### config.mk
export PLATFORM = sky130hd
export DESIGN_NAME = irq_sel_top
export DESIGN_NICKNAME = d
export VERILOG_FILES = /design/src/rtl/irq_sel_pkg.sv /design/src/rtl/irq_sel_ctrl.sv /design/src/rtl/irq_sel_dp.sv /design/src/rtl/irq_sel_top.sv
export SDC_FILE = /design/constraint.sdc
export NUM_CORES = 1
export LEC_CHECK = 0
export ABC_AREA = 1
export ABC_CLOCK_PERIOD_IN_PS = 1400
export BUFFER_PORTS_ARGS = -buffer_cell sky130_fd_sc_hd__buf_2
export CAP_MARGIN = 20
export CORE_MARGIN = 2
export CORE_UTILIZATION = 49
export CTS_BUF_LIST = sky130_fd_sc_hd__clkbuf_4 sky130_fd_sc_hd__clkbuf_8
export CTS_CLUSTER_DIAMETER = 200
export DETAILED_ROUTE_END_ITERATION = 7
export PLACE_DENSITY = 0.91
export SYNTH_ARGS = -nofsm -noshare
export SYNTH_HDL_FRONTEND = slang
export SYNTH_SLANG_ARGS = --single-unit
### constraint.sdc
create_clock -name clk -period 1.4 [get_ports clk]
set_clock_uncertainty 0.2 [all_clocks]
set_input_delay 0.07 -clock clk [delete_from_list [all_inputs] [get_ports clk]]
set_output_delay 0.07 -clock clk [all_outputs]
set_load 0.01 [all_outputs]
### src/rtl/irq_sel_pkg.sv
package irq_sel_pkg;

  typedef enum logic [1:0] {
    PRIV_USER  = 2'd0,
    PRIV_SUPER = 2'd1,
    PRIV_RSVD  = 2'd2,
    PRIV_MACH  = 2'd3
  } priv_e;

  // Strobes handed from the enable-resolution control to the datapath.
  typedef struct packed {
    logic mEnable;  // machine tier may be considered
    logic sEnable;  // delegated tier may be considered
  } tierCtrl_t;

endpackage

### src/rtl/irq_sel_ctrl.sv
module irq_sel_ctrl
  import irq_sel_pkg::*;
(
  input  logic [1:0] privLevel,
  input  logic       mieBit,
  input  logic       sieBit,
  output tierCtrl_t  ctrl
);

  logic belowMach;
  logic atMach;
  logic belowSuper;
  logic atSuper;

  always_comb begin
    belowMach  = (privLevel < PRIV_MACH);
    atMach     = (privLevel == PRIV_MACH);
    belowSuper = (privLevel < PRIV_SUPER);
    atSuper    = (privLevel == PRIV_SUPER);
  end

  // machine tier open below M, or at M with the global enable set.
  // delegated tier open below S, or at S with the global enable set.
  always_comb begin
    ctrl.mEnable = belowMach  | (atMach  & mieBit);
    ctrl.sEnable = belowSuper | (atSuper & sieBit);
  end

endmodule

### src/rtl/irq_sel_dp.sv
module irq_sel_dp
  import irq_sel_pkg::*;
#(
  parameter int XLEN = 32
) (
  input  logic            clk,
  input  logic            rstN,
  input  logic [XLEN-1:0] pendingIn,
  input  logic [XLEN-1:0] delegMask,
  input  tierCtrl_t       ctrl,
  output logic            takeIrq,
  output logic [XLEN-1:0] causeOut
);

  localparam int IDX_W = $clog2(XLEN);

  logic [XLEN-1:0]  machSet;
  logic [XLEN-1:0]  superSet;
  logic [XLEN-1:0]  finalSet;
  logic             anyMach;
  logic             anyFinal;
  logic [IDX_W-1:0] winIdx;
  logic [XLEN-1:0]  causeNext;

  // two-tier candidate selection.
  always_comb begin
    machSet  = pendingIn & ~delegMask & {XLEN{ctrl.mEnable}};
    superSet = pendingIn &  delegMask & {XLEN{ctrl.sEnable}};
    anyMach  = |machSet;
    finalSet = anyMach ? machSet : superSet;
    anyFinal = |finalSet;
  end

  // trailing-zero count; scanning downward lets the lowest bit win.
  always_comb begin
    winIdx = '0;
    for (int i = XLEN - 1; i >= 0; i--) begin
      if (finalSet[i]) winIdx = IDX_W'(i);
    end
  end

  // cause word assembly.
  always_comb begin
    causeNext = '0;
    if (anyFinal) begin
      causeNext[XLEN-1]    = 1'b1;
      causeNext[IDX_W-1:0] = winIdx;
    end
  end

  // output register stage.
  always_ff @(posedge clk or negedge rstN) begin
    if (!rstN) begin
      takeIrq  <= 1'b0;
      causeOut <= '0;
    end else begin
      takeIrq  <= anyFinal;
      causeOut <= causeNext;
    end
  end

  AST_TAKE_FLAG: assert property (@(posedge clk) disable iff (!rstN)
    takeIrq |-> causeOut[XLEN-1]);

  AST_IDLE_ZERO: assert property (@(posedge clk) disable iff (!rstN)
    !takeIrq |-> (causeOut == '0));

  AST_WINNER_PENDING: assert property (@(posedge clk) disable iff (!rstN)
    takeIrq |-> ((($past(pendingIn) >> causeOut[IDX_W-1:0]) & XLEN'(1)) != '0));

  AST_MACH_GATED: assert property (@(posedge clk) disable iff (!rstN)
    (takeIrq && ((($past(delegMask) >> causeOut[IDX_W-1:0]) & XLEN'(1)) == '0))
      |-> $past(ctrl.mEnable));

  AST_SUPER_GATED: assert property (@(posedge clk) disable iff (!rstN)
    (takeIrq && ((($past(delegMask) >> causeOut[IDX_W-1:0]) & XLEN'(1)) != '0))
      |-> $past(ctrl.sEnable));

  AST_DELEG_LAST: assert property (@(posedge clk) disable iff (!rstN)
    (takeIrq && ((($past(delegMask) >> causeOut[IDX_W-1:0]) & XLEN'(1)) != '0))
      |-> (!$past(ctrl.mEnable) || (($past(pendingIn) & ~$past(delegMask)) == '0)));

endmodule

### src/rtl/irq_sel_top.sv
module irq_sel_top
  import irq_sel_pkg::*;
#(
  parameter int XLEN = 32
) (
  input  logic            clk,
  input  logic            rstN,
  input  logic [XLEN-1:0] pendingIn,
  input  logic [XLEN-1:0] delegMask,
  input  logic [1:0]      privLevel,
  input  logic            mieBit,
  input  logic            sieBit,
  output logic            takeIrq,
  output logic [XLEN-1:0] causeOut
);

  tierCtrl_t tierCtrl;

  irq_sel_ctrl u_ctrl (
    .privLevel (privLevel),
    .mieBit    (mieBit),
    .sieBit    (sieBit),
    .ctrl      (tierCtrl)
  );

  irq_sel_dp #(.XLEN(XLEN)) u_dp (
    .clk       (clk),
    .rstN      (rstN),
    .pendingIn (pendingIn),
    .delegMask (delegMask),
    .ctrl      (tierCtrl),
    .takeIrq   (takeIrq),
    .causeOut  (causeOut)
  );

endmodule

==> results of run 1 <==
critical path: cells and delay by family:
| kind | cells | cell delay, ns |
|---|---|---|
| AO/OA/AOI/OAI | 1 | 0.13 |
| AND/OR/NAND/NOR | 37 | 2.31 |
| buffers and inverters | 4 | 0.48 |
worst max path at each step:
stage | to | slack, ns | cells past startpoint
finish | u_dp.causeOut[0]$_DFF_PN0_ | -1.61 | 42
global route | u_dp.causeOut[0]$_DFF_PN0_ | -2.04 | 42
CTS | u_dp.causeOut[0]$_DFF_PN0_ | -1.37 | 42
detailed placement | u_dp.causeOut[0]$_DFF_PN0_ | -1.75 | 42
global placement | u_dp.causeOut[0]$_DFF_PN0_ | -1.59 | 42
floorplan | u_dp.causeOut[0]$_DFF_PN0_ | -1.29 | 39
synthesized netlist by cell type (all sizes together):
library cell    n
nand2         102
inv            64
nor2           59
nand3          37
buf            31
o21ai          28
dfrtp           6
clkbuf          5
a21oi           4
nand4           3
nor3            3
a31oi           2
o21a            2
a211oi          1
and3            1
conb            1
nor4            1
o31ai           1
layer usage:
layer  routed length, um  up-vias
met5                   0        -
met4                 256        0
met3                 481       30
met2                2980      148
met1                1930     1103
li1                    -     1255
kinds of logic after synthesis:
| family | count (synthesis) |
|---|---|
| DFF | 6 |
| and+or+nand+nor | 206 |
| other | 1 |
| buffers and inverters | 100 |
| AOI/OAI and AO/OA | 38 |
power groups by stage:
| stage | Sequential [mW] | Clock, mW | Combinational [mW] |
|---|---|---|---|
| after floorplan | 0.202 | 0 | 0.412 |
| final | 0.191 | 0.169 | 0.755 |
| after global placement | 0.193 | 0 | 0.631 |
| after CTS | 0.192 | 0.171 | 0.694 |
| after global routing | 0.192 | 0.178 | 0.836 |
| after detailed placement | 0.194 | 0 | 0.654 |
what timing repair did:
| item | in CTS | in global routing |
|---|---|---|
| resized for setup | 25 | 19 |
| setup endpoints to repair | 6 | 6 |
| hold buffers | 2 | 0 |
| setup buffers | 2 | 2 |
| gates cloned | 1 | 1 |
| hold endpoints to repair | 6 | 0 |
| pin swaps | 7 | 5 |
cell type report:
type / instances / area share [%]
flip-flops and latches: 6 / 5.76
clock buffers: 3 / 0.865
multi-input cells: 270 / 49.5
inverters: 64 / 9.70
well taps: 46 / 2.21
repair buffers: 123 / 31.9
per-stage QoR:
stage / instances / setup TNS (ns)
2_1_floorplan: 376 / -5.31
3_3_place_gp: 501 / -7.68
3_5_place_dp: 501 / -8.41
4_1_cts: 509 / -5.69
5_1_grt: 512 / -8.45
6_report: 512 / -7.22
==> results.sh, run 1 <==
export IMPL_synth_cell_types=27
export IMPL_clockBufferDepth=2
export IMPL_die_area_mm2=0.00404
export IMPL_violations="setup timing"
export IMPL_crit_start="mieBit"
export IMPL_final_cell_mix="86 x nand2_1, 75 x buf_2, 59 x inv_1"
export IMPL_synth_fa_ha_area_share_pct=0
export IMPL_criticalPathCategory="in -> reg"
export IMPL_drc_errors=0
export IMPL_maxCapViolations=0
export IMPL_required_ns=1.39
export IMPL_syn_avg_cell_area_um2=4.95
export IMPL_drt_iter0_markers=153
export IMPL_synth_top_family_by_area="simple AND/OR/NAND/NOR gates"
export IMPL_ir_drop_uv=171
export IMPL_drive_above_1_share_pct=36.1
export IMPL_synth_compound_area_share_pct=12.1
export IMPL_yosys_top_cells_area="nand2_1 21%, inv_1 13%, nor2_1 12%, buf_4 12%, nand3_1 10%"
export IMPL_regArea_um2=150
export IMPL_use_met2_pct=50.0
export IMPL_syn_inst=351
export IMPL_status="finished with violations"
export IMPL_yosysSeqAreaShare_pct=8.65
export IMPL_finalPower_mw=1.12
export IMPL_yosysTopAreaCell="nand2_1"
export IMPL_power_switching_mw=0.496
export IMPL_layout_nets=538
export IMPL_setup_violations_final=6
export IMPL_fill_cells=258
export IMPL_antenna_found_initial=0
export IMPL_grt_overflow_total=0
export IMPL_fin_ws_ns=-1.61
export IMPL_p_leak_nw=1.57
export IMPL_reg_largest_list="u_dp.causeOut: 6 flops"
export IMPL_critPathMostFrequentCell="nand2_1"
export IMPL_grt_max_degree=19
export IMPL_slowest_stage="buf_12"
export IMPL_post_route_period_util_pct=215
export IMPL_syn_cell_area_mm2=0.00174
export IMPL_hold_start="delegMask[0]"
export IMPL_cts_root_buf="clkbuf_4"
export IMPL_slew_violations=0
export IMPL_min_path_type="in -> reg"
export IMPL_grtUsageTotal_pct=24.4
export IMPL_area_growth_pct=50.0
export IMPL_die_y_um=63.5
export IMPL_switching_share_pct=44.4
export IMPL_drt_first_pass_iters=7
export IMPL_internal_power_mw=0.620
export IMPL_antenna_cells=0
export IMPL_grt_setup_unrepaired="true"
export IMPL_hold_end="u_dp.causeOut[0]$_DFF_PN0_"
export IMPL_synth_xor_area_share_pct=0
export IMPL_power_frac_seq_pct=17.2
export IMPL_place_congestion=0.943
export IMPL_final_hold_violation_count=0
export IMPL_max_stage_delay_ns=0.19
export IMPL_clk_pin_slew_ns=0.04
export IMPL_hold_ws_ns=0.184
export IMPL_largest_register_ffs=6
export IMPL_dp_slack_ns=-1.75
export IMPL_cp_end_kind="register"
export IMPL_min_path_cells=5
export IMPL_io_buffers=76
export IMPL_p_per_area_mw_per_mm2=428
export IMPL_die_w_um=63.5
export IMPL_grt_busiest_layer="met2"
export IMPL_htree_levels=1
export IMPL_yosysTopAreaCellShare_pct=21.4
export IMPL_placed_cell_area_mm2=0.00237
export IMPL_core_mm2=0.00336
export IMPL_ant_nets=0
export IMPL_cts_tree="done"
export IMPL_numCtsBuffers=3
export IMPL_grt_pass1_vias=2204
export IMPL_p_clk_share_pct=15.1
export IMPL_globalRouteMet1Util_pct=24.8
export IMPL_start_util_pct=51.6
export IMPL_top_register="u_dp.causeOut"
export IMPL_final_core_util_pct=77.5
export IMPL_synth_simple_area_share_pct=49.9
export IMPL_synth_seq_cells=6
export IMPL_comb_power_share_pct=67.7
export IMPL_dpl_hpwl_um=4000
export IMPL_routed_wl_um=5650
export IMPL_max_freq_mhz=333
export IMPL_final_area_mm2=0.00261
export IMPL_cts_sinks=6
export IMPL_dr_total_vias=2536
export IMPL_grtUsageMet3_pct=2.32
export IMPL_final_common_cell="nand2_1"
export IMPL_wire_per_inst_um=11.0
export IMPL_fin_crit_ns=3.01
export IMPL_multi_input_area_mm2=0.00129
export IMPL_grt_pass1_wl_um=8280
export IMPL_num_rows=21
export IMPL_crit_fanout=7
export IMPL_worstSetupStartpointType="primary input"
export IMPL_boundaryPins=103
export IMPL_arrival_ns=2.99
export IMPL_yosys_warnings=0
export IMPL_vias_per_cell=4.95
export IMPL_synth_mux_area_share_pct=0
(Power assumes the default switching activity.)
==> run 2: changes to the inputs <==
- ABC_AREA: 1 -> 0
- CORE_UTILIZATION: 49 -> 51
- CTS_BUF_LIST: sky130_fd_sc_hd__clkbuf_4 sky130_fd_sc_hd__clkbuf_8 -> sky130_fd_sc_hd__clkbuf_2
==> run 2 against run 1 <==
  * The flow now stops in clock tree synthesis (4_1_cts)
  * Synthesized cell count down 20%
  * Area after synthesis up 12%
==> results.sh, run 2 <==
export IMPL_synth_async_reset_ratio_pct=100
export IMPL_stop_stage="clock tree synthesis (4_1_cts)"
export IMPL_error="[ERROR DPL-0033] detailed placement checks failed during check placement."
export IMPL_boundaryPins=103
export IMPL_numCtsBuffers=3
export IMPL_status="aborted with a tool error"
export IMPL_synth_seq_cells=6
export IMPL_syn_avg_cell_area_um2=6.95
export IMPL_yosys_warnings=0
export IMPL_htree_levels=1
export IMPL_dpl_cell_count=482
export IMPL_cts_hold_fix_buffers=2
export IMPL_num_rows=22
export IMPL_synth_common_cells="34 x nand2_1, 27 x buf_4, 24 x nor2_1, 23 x nand2b_1, 15 x a2111oi_0"
export IMPL_syn_cell_area_mm2=0.00195
export IMPL_die_y_um=65.8
export IMPL_cts_sinks=6
export IMPL_yosysTopAreaCellShare_pct=10.4
export IMPL_yosysSeqAreaShare_pct=7.71
export IMPL_ys_flop_type="dfrtp_1"
export IMPL_yosysMostFrequentCell="nand2_1"
export IMPL_dpl_hpwl_um=6860
export IMPL_placed_cell_area_mm2=0.00298
export IMPL_syn_inst=280
export IMPL_cts_setup_buffers=19
export IMPL_die_w_um=65.8
export IMPL_place_congestion=1.10
export IMPL_post_cts_resized=70
export IMPL_cts_root_buf="clkbuf_2"
export IMPL_yosysTopAreaCell="buf_4"
export IMPL_io_buffers=76
export IMPL_yosys_top_cells_area="buf_4 10%, dfrtp_1 7.7%, nand2b_1 7.4%, a2111oi_0 6.7%, nand2_1 6.6%"
export IMPL_start_util_pct=53.2
export IMPL_synth_edff_count=0
export IMPL_clockBufferDepth=2
export IMPL_synth_cell_types=59
## run 2: cell families after synthesis
| logic type | Yosys count | share of synthesized area, % |
|---|---|---|
| AND/OR/NAND/NOR | 123 | 34.3 |
| other | 1 | 0.193 |
| AO/OA/AOI/OAI | 97 | 41.8 |
| buffers and inverters | 53 | 16.0 |
| flip-flops | 6 | 7.71 |
## run 2: metrics by stage
| step | hold slack [ns] | setup slack (ns) |
|---|---|---|
| 3_5_place_dp | -0.297 | -1.81 |
| 3_3_place_gp | -0.302 | -1.60 |
| 2_1_floorplan | -0.426 | -1.39 |
==> run 3: changes to the inputs <==
- CORE_UTILIZATION: 51 -> 40
- CTS_BUF_LIST: sky130_fd_sc_hd__clkbuf_2 -> unset
- CTS_CLUSTER_DIAMETER: 200 -> unset
- PLACE_DENSITY: 0.91 -> unset
- PLACE_DENSITY_LB_ADDON: unset -> 0.15
==> run 3 against run 2 <==
  * The flow now finishes, with violations (setup timing)
  * Synthesized cell count unchanged
  * Area after synthesis unchanged
==> results.sh, run 3 <==
export IMPL_cts_sinks=6
export IMPL_synth_edff_count=0
export IMPL_syn_avg_cell_area_um2=6.95
export IMPL_final_hold_violation_count=0
export IMPL_ant_nets=0
export IMPL_antenna_cells=0
export IMPL_arrival_ns=2.65
export IMPL_yosys_top_cells_area="buf_4 10%, dfrtp_1 7.7%, nand2b_1 7.4%, a2111oi_0 6.7%, nand2_1 6.6%"
export IMPL_fill_cells=282
export IMPL_htree_levels=1
export IMPL_yosysSeqAreaShare_pct=7.71
export IMPL_cts_root_buf="clkbuf_8"
export IMPL_final_cell_mix="110 x buf_4, 74 x buf_2, 32 x nand2_1"
export IMPL_grt_setup_unrepaired="true"
export IMPL_drc_errors=0
export IMPL_min_path_type="in -> async"
export IMPL_p_per_area_mw_per_mm2=418
export IMPL_ys_flop_type="dfrtp_1"
export IMPL_crit_fanout=7
export IMPL_final_core_util_pct=83.2
export IMPL_synth_cell_types=59
export IMPL_drt_iter0_markers=272
export IMPL_die_area_mm2=0.00544
export IMPL_yosysTopAreaCellShare_pct=10.4
export IMPL_top_register="u_dp.causeOut"
export IMPL_die_y_um=73.8
export IMPL_syn_cell_area_mm2=0.00195
export IMPL_vias_per_cell=5.78
export IMPL_critPathTopFamily="compound AO/OA/AOI/OAI gates"
export IMPL_reg_largest_list="u_dp.causeOut: 6 flops"
export IMPL_dp_slack_ns=-1.71
export IMPL_p_leak_nw=1.72
export IMPL_path_buf_inv=2
export IMPL_maxCapViolations=0
export IMPL_dr_total_vias=3107
export IMPL_ir_drop_uv=290
export IMPL_required_ns=1.35
export IMPL_grtUsageTotal_pct=34.9
export IMPL_max_freq_mhz=370
export IMPL_grt_pass1_vias=3086
export IMPL_grt_max_degree=15
export IMPL_core_mm2=0.00472
export IMPL_boundaryPins=103
export IMPL_largest_register_ffs=6
export IMPL_drive_above_1_share_pct=59.0
export IMPL_worstSetupStartpointType="primary input"
export IMPL_synth_seq_cells=6
export IMPL_synth_common_cells="34 x nand2_1, 27 x buf_4, 24 x nor2_1, 23 x nand2b_1, 15 x a2111oi_0"
export IMPL_clockBufferDepth=2
export IMPL_crit_start="pendingIn[14]"
export IMPL_critPathMostFrequentCell="buf_6"
export IMPL_cts_tree="done"
export IMPL_max_stage_delay_ns=0.63
export IMPL_dpl_hpwl_um=6380
export IMPL_start_util_pct=41.2
export IMPL_cp_end_kind="register"
export IMPL_antenna_found_initial=0
export IMPL_crit_chain="buf_6 -> nor2b_4 -> or4_4 -> a211oi_4 -> buf_6 -> nand3_4 -> a21bo_2 -> o211ai_1 -> a21oi_2 -> a2111oi_4 -> o21ba_1"
export IMPL_num_rows=25
export IMPL_die_w_um=73.8
export IMPL_grt_pass1_wl_um=14600
export IMPL_yosysMostFrequentCell="nand2_1"
export IMPL_synth_async_reset_ratio_pct=100
export IMPL_place_congestion=0.956
export IMPL_post_route_period_util_pct=193
export IMPL_crit_end="u_dp.causeOut[0]$_DFF_PN0_"
export IMPL_yosysTopAreaCell="buf_4"
export IMPL_clk_pin_slew_ns=0.03
export IMPL_wire_per_inst_um=18.1
export IMPL_regArea_um2=150
export IMPL_fin_ws_ns=-1.30
export IMPL_area_growth_pct=102
export IMPL_layout_nets=543
export IMPL_status="finished with violations"
export IMPL_routed_wl_um=9720
export IMPL_grt_overflow_total=0
export IMPL_criticalPathCategory="in -> reg"
export IMPL_io_buffers=76
export IMPL_syn_inst=280
export IMPL_final_common_cell="buf_4"
export IMPL_worst_path_stages=11
export IMPL_slowest_stage="or4_4"
export IMPL_multi_input_area_mm2=0.00214
export IMPL_slew_violations=0
export IMPL_drt_first_pass_iters=5
export IMPL_numCtsBuffers=3
export IMPL_violations="setup timing"
export IMPL_yosys_warnings=0
export IMPL_fin_crit_ns=2.70
export IMPL_setup_violations_final=6
run 3: cell counts after synthesis:
No cell type changed its count.
run 3: worst min-delay path by stage:
stage / cells past startpoint / from / endpoint / slack (ns)
after floorplan: 0 / rstN / u_dp.causeOut[0]$_DFF_PN0_ / -0.43
after detailed placement: 1 / rstN / u_dp.causeOut[0]$_DFF_PN0_ / -0.30
after CTS: 2 / rstN / u_dp.causeOut[31]$_DFF_PN0_ / 0.0003
final: 2 / rstN / u_dp.causeOut[31]$_DFF_PN0_ / 0.008
after global placement: 1 / rstN / u_dp.causeOut[1]$_DFF_PN0_ / -0.31
after global routing: 2 / rstN / u_dp.causeOut[1]$_DFF_PN0_ / 0.03
run 3: report_power, final:
part	total [mW]	leakage [nW]	internal, mW	switching (mW)
Combinational	1.20	1.62	0.581	0.620
Sequential	0.191	0.0735	0.189	0.00252
Clock	0.249	0.0216	0.184	0.0648
Total	1.64	1.72	0.954	0.688
run 3: what timing repair did:
| item | in CTS | in global routing |
|---|---|---|
| endpoints found under the setup margin | 6 | 6 |
| hold buffers | 1 | 0 |
| setup buffers | 23 | 4 |
| pin swaps | 30 | 27 |
| resized for setup | 81 | 23 |
| hold endpoints to repair | 6 | 0 |
| gates cloned | 3 | 0 |
run 3: final cells by class:
cell class | instances | area share, %
Clock buffer | 3 | 1.05
Inverter | 10 | 0.956
Multi-Input combinational cell | 247 | 54.4
Sequential cell | 6 | 3.82
Tap cell | 67 | 2.13
Timing Repair Buffer | 205 | 37.6
run 3: metrics by stage:
| step | power [mW] | hold slack (ns) | cell area (um2) | cells | setup TNS [ns] |
|---|---|---|---|---|---|
| floorplan | 0.683 | -0.426 | 2110 | 305 | -6.95 |
| global placement | 1.07 | -0.307 | 3070 | 508 | -8.88 |
| detailed placement | 1.08 | -0.303 | 3070 | 508 | -9.06 |
| CTS | 1.54 | 0.000273 | 3790 | 537 | -6.75 |
| global route | 1.74 | 0.0283 | 3930 | 538 | -7.37 |
| finish | 1.64 | 0.00756 | 3930 | 538 | -6.82 |
run 3: logic make-up (layout without fill, tap and decap cells):
| kind of cell | count (synthesis) | count (layout) | synth area share (%) |
|---|---|---|---|
| other | 1 | 26 | 0.193 |
| buffers and inverters | 53 | 218 | 16.0 |
| flip-flops | 6 | 6 | 7.71 |
| AND/OR/NAND/NOR | 123 | 124 | 34.3 |
| AO/OA/AOI/OAI | 97 | 97 | 41.8 |
run 3: routing by layer:
| metal | vias to the layer above | part of all wire, % | wire length [um] | global-route usage, % |
|---|---|---|---|---|
| met5 | - | 0 | 0 | 0 |
| met3 | 52 | 7.2 | 697 | 5.49 |
| met1 | 1460 | 37 | 3550 | 37.8 |
| met4 | 0 | 5.5 | 537 | 18.6 |
| li1 | 1421 | - | - | - |
| met2 | 174 | 51 | 4940 | 64.2 |
==> run 4: changes to the inputs <==
- CORE_MARGIN: 2 -> unset
- CTS_BUF_LIST: unset -> sky130_fd_sc_hd__clkbuf_16
- CTS_CLUSTER_SIZE: unset -> 24
==> run 4 against run 3 <==
  * The flow still finishes with violations (setup timing)
  * Clock power increased by 82%
  * Via count decreased by 7.6%
  * Sequential power about the same
  * Non-clock buffer count decreased by 8
  * Critical path type unchanged
  * Highest routed layer unchanged
==> results.sh, run 4 (synthesized netlist as in run 3, its figures left out) <==
export IMPL_status="finished with violations"
export IMPL_reg_largest_list="u_dp.causeOut: 6 flops"
export IMPL_top_register="u_dp.causeOut"
export IMPL_dpl_hpwl_um=6540
export IMPL_violations="setup timing"
export IMPL_max_freq_mhz=370
export IMPL_clockBufferDepth=2
export IMPL_antenna_found_initial=0
export IMPL_cp_end_kind="register"
export IMPL_die_y_um=71.8
export IMPL_clk_pin_slew_ns=0.03
export IMPL_crit_fanout=7
export IMPL_crit_start="pendingIn[14]"
export IMPL_arrival_ns=2.61
export IMPL_final_cell_mix="107 x buf_4, 74 x buf_2, 33 x nand2_1"
export IMPL_routed_wl_um=8330
export IMPL_drt_first_pass_iters=5
export IMPL_maxCapViolations=0
export IMPL_slew_violations=0
export IMPL_fin_crit_ns=2.70
export IMPL_drc_errors=0
export IMPL_drive_above_1_share_pct=55.4
export IMPL_ir_drop_uv=456
export IMPL_criticalPathCategory="in -> reg"
export IMPL_fin_ws_ns=-1.30
export IMPL_grt_pass1_wl_um=13000
export IMPL_num_rows=25
export IMPL_core_mm2=0.00469
export IMPL_cts_root_buf="clkbuf_16"
export IMPL_grt_setup_unrepaired="true"
export IMPL_worstSetupStartpointType="primary input"
export IMPL_die_area_mm2=0.00515
export IMPL_post_route_period_util_pct=193
export IMPL_cts_sinks=6
export IMPL_hold_ws_ns=0.158
export IMPL_min_path_type="in -> reg"
export IMPL_grt_pass1_vias=2820
export IMPL_final_common_cell="buf_4"
export IMPL_start_util_pct=41.5
export IMPL_dp_slack_ns=-1.87
export IMPL_tightestPinTransition_ns=0.536
export IMPL_io_buffers=76
export IMPL_boundaryPins=103
export IMPL_setup_violations_final=6
export IMPL_m1WireLength_um=3320
export IMPL_finalPower_mw=1.73
export IMPL_area_growth_pct=89.1
export IMPL_htree_levels=1
export IMPL_wl_met2_um=4340
export IMPL_layout_nets=534
export IMPL_die_w_um=71.8
export IMPL_largest_register_ffs=6
export IMPL_grt_max_degree=18
export IMPL_dr_total_vias=2871
export IMPL_numCtsBuffers=3
export IMPL_ant_nets=0
export IMPL_antenna_cells=0
export IMPL_vias_per_cell=5.56
export IMPL_wire_per_inst_um=16.1
export IMPL_grt_overflow_total=0
export IMPL_p_leak_nw=1.66
export IMPL_cts_tree="done"
export IMPL_place_congestion=0.944
export IMPL_routed_top_layer="met4"
export IMPL_wl_met3_um=432
export IMPL_drt_iter0_markers=177
export IMPL_grtUsageTotal_pct=32.1
export IMPL_max_slew_margin_rel_pct=63.3
export IMPL_final_hold_violation_count=0
export IMPL_p_per_area_mw_per_mm2=471
export IMPL_hold_start="delegMask[1]"
export IMPL_required_ns=1.31
-- run 4: final timing paths --
path,slack [ns],cells after the start,end
worst min-delay path,0.16,4,u_dp.causeOut[1]$_DFF_PN0_
worst max-delay path,-1.30,11,u_dp.causeOut[0]$_DFF_PN0_
max in group asynchronous,0.18,3,u_dp.causeOut[3]$_DFF_PN0_
min in group asynchronous,0.61,3,u_dp.causeOut[0]$_DFF_PN0_
-- run 4: layer usage --
metal | up-vias | global-route usage (%)
li1 | 1392 | -
met1 | 1353 | 37.8
met2 | 106 | 60.2
met3 | 20 | 2.67
met4 | 0 | 11.8
met5 | - | 0
-- run 4: layout make-up --
| class | instances | area, um2 |
|---|---|---|
| Clock buffer | 3 | 75.1 |
| Fill cell | 355 | 1010 |
| Inverter | 10 | 37.5 |
| Multi-Input combinational cell | 246 | 1990 |
| Sequential cell | 6 | 150 |
| Tap cell | 54 | 67.6 |
| Timing Repair Buffer | 197 | 1360 |
-- run 4: report_power, final --
part           internal (mW)  switching, mW  total [mW]
clock network          0.366         0.0875       0.453
logic                  0.532          0.555        1.09
registers              0.189        0.00289       0.192
-- run 4: repair_timing --
| action | CTS | global route |
|---|---|---|
| buffers inserted | 11 | 3 |
| resized for setup | 50 | 24 |
| cloned | 1 | 0 |
| hold endpoints to repair | 6 | 0 |
| pin swaps | 30 | 10 |
| hold buffers | 2 | 0 |
| setup endpoints to repair | 6 | 6 |
-- run 4: worst max-delay path, cell delays in order --
cell,delay [ns]
buf_6,0.09
nor2b_4,0.13
or4_4,0.61
buf_8,0.19
a2111oi_0,0.54
a31oi_1,0.26
nand3b_1,0.15
nand4_1,0.13
a21oi_2,0.18
a2111oi_4,0.05
o21ba_1,0.20
-- run 4: per-stage QoR --
step | instance area, um2 | cells | setup TNS (ns) | utilization [%]
floorplan | 2110 | 305 | -6.95 | -
global placement | 3050 | 496 | -10.27 | 65.0
detailed placement | 3050 | 496 | -10.13 | 65.0
CTS | 3510 | 513 | -6.56 | 74.8
global route | 3680 | 516 | -7.75 | 78.5
finish | 3680 | 516 | -7.09 | 78.5
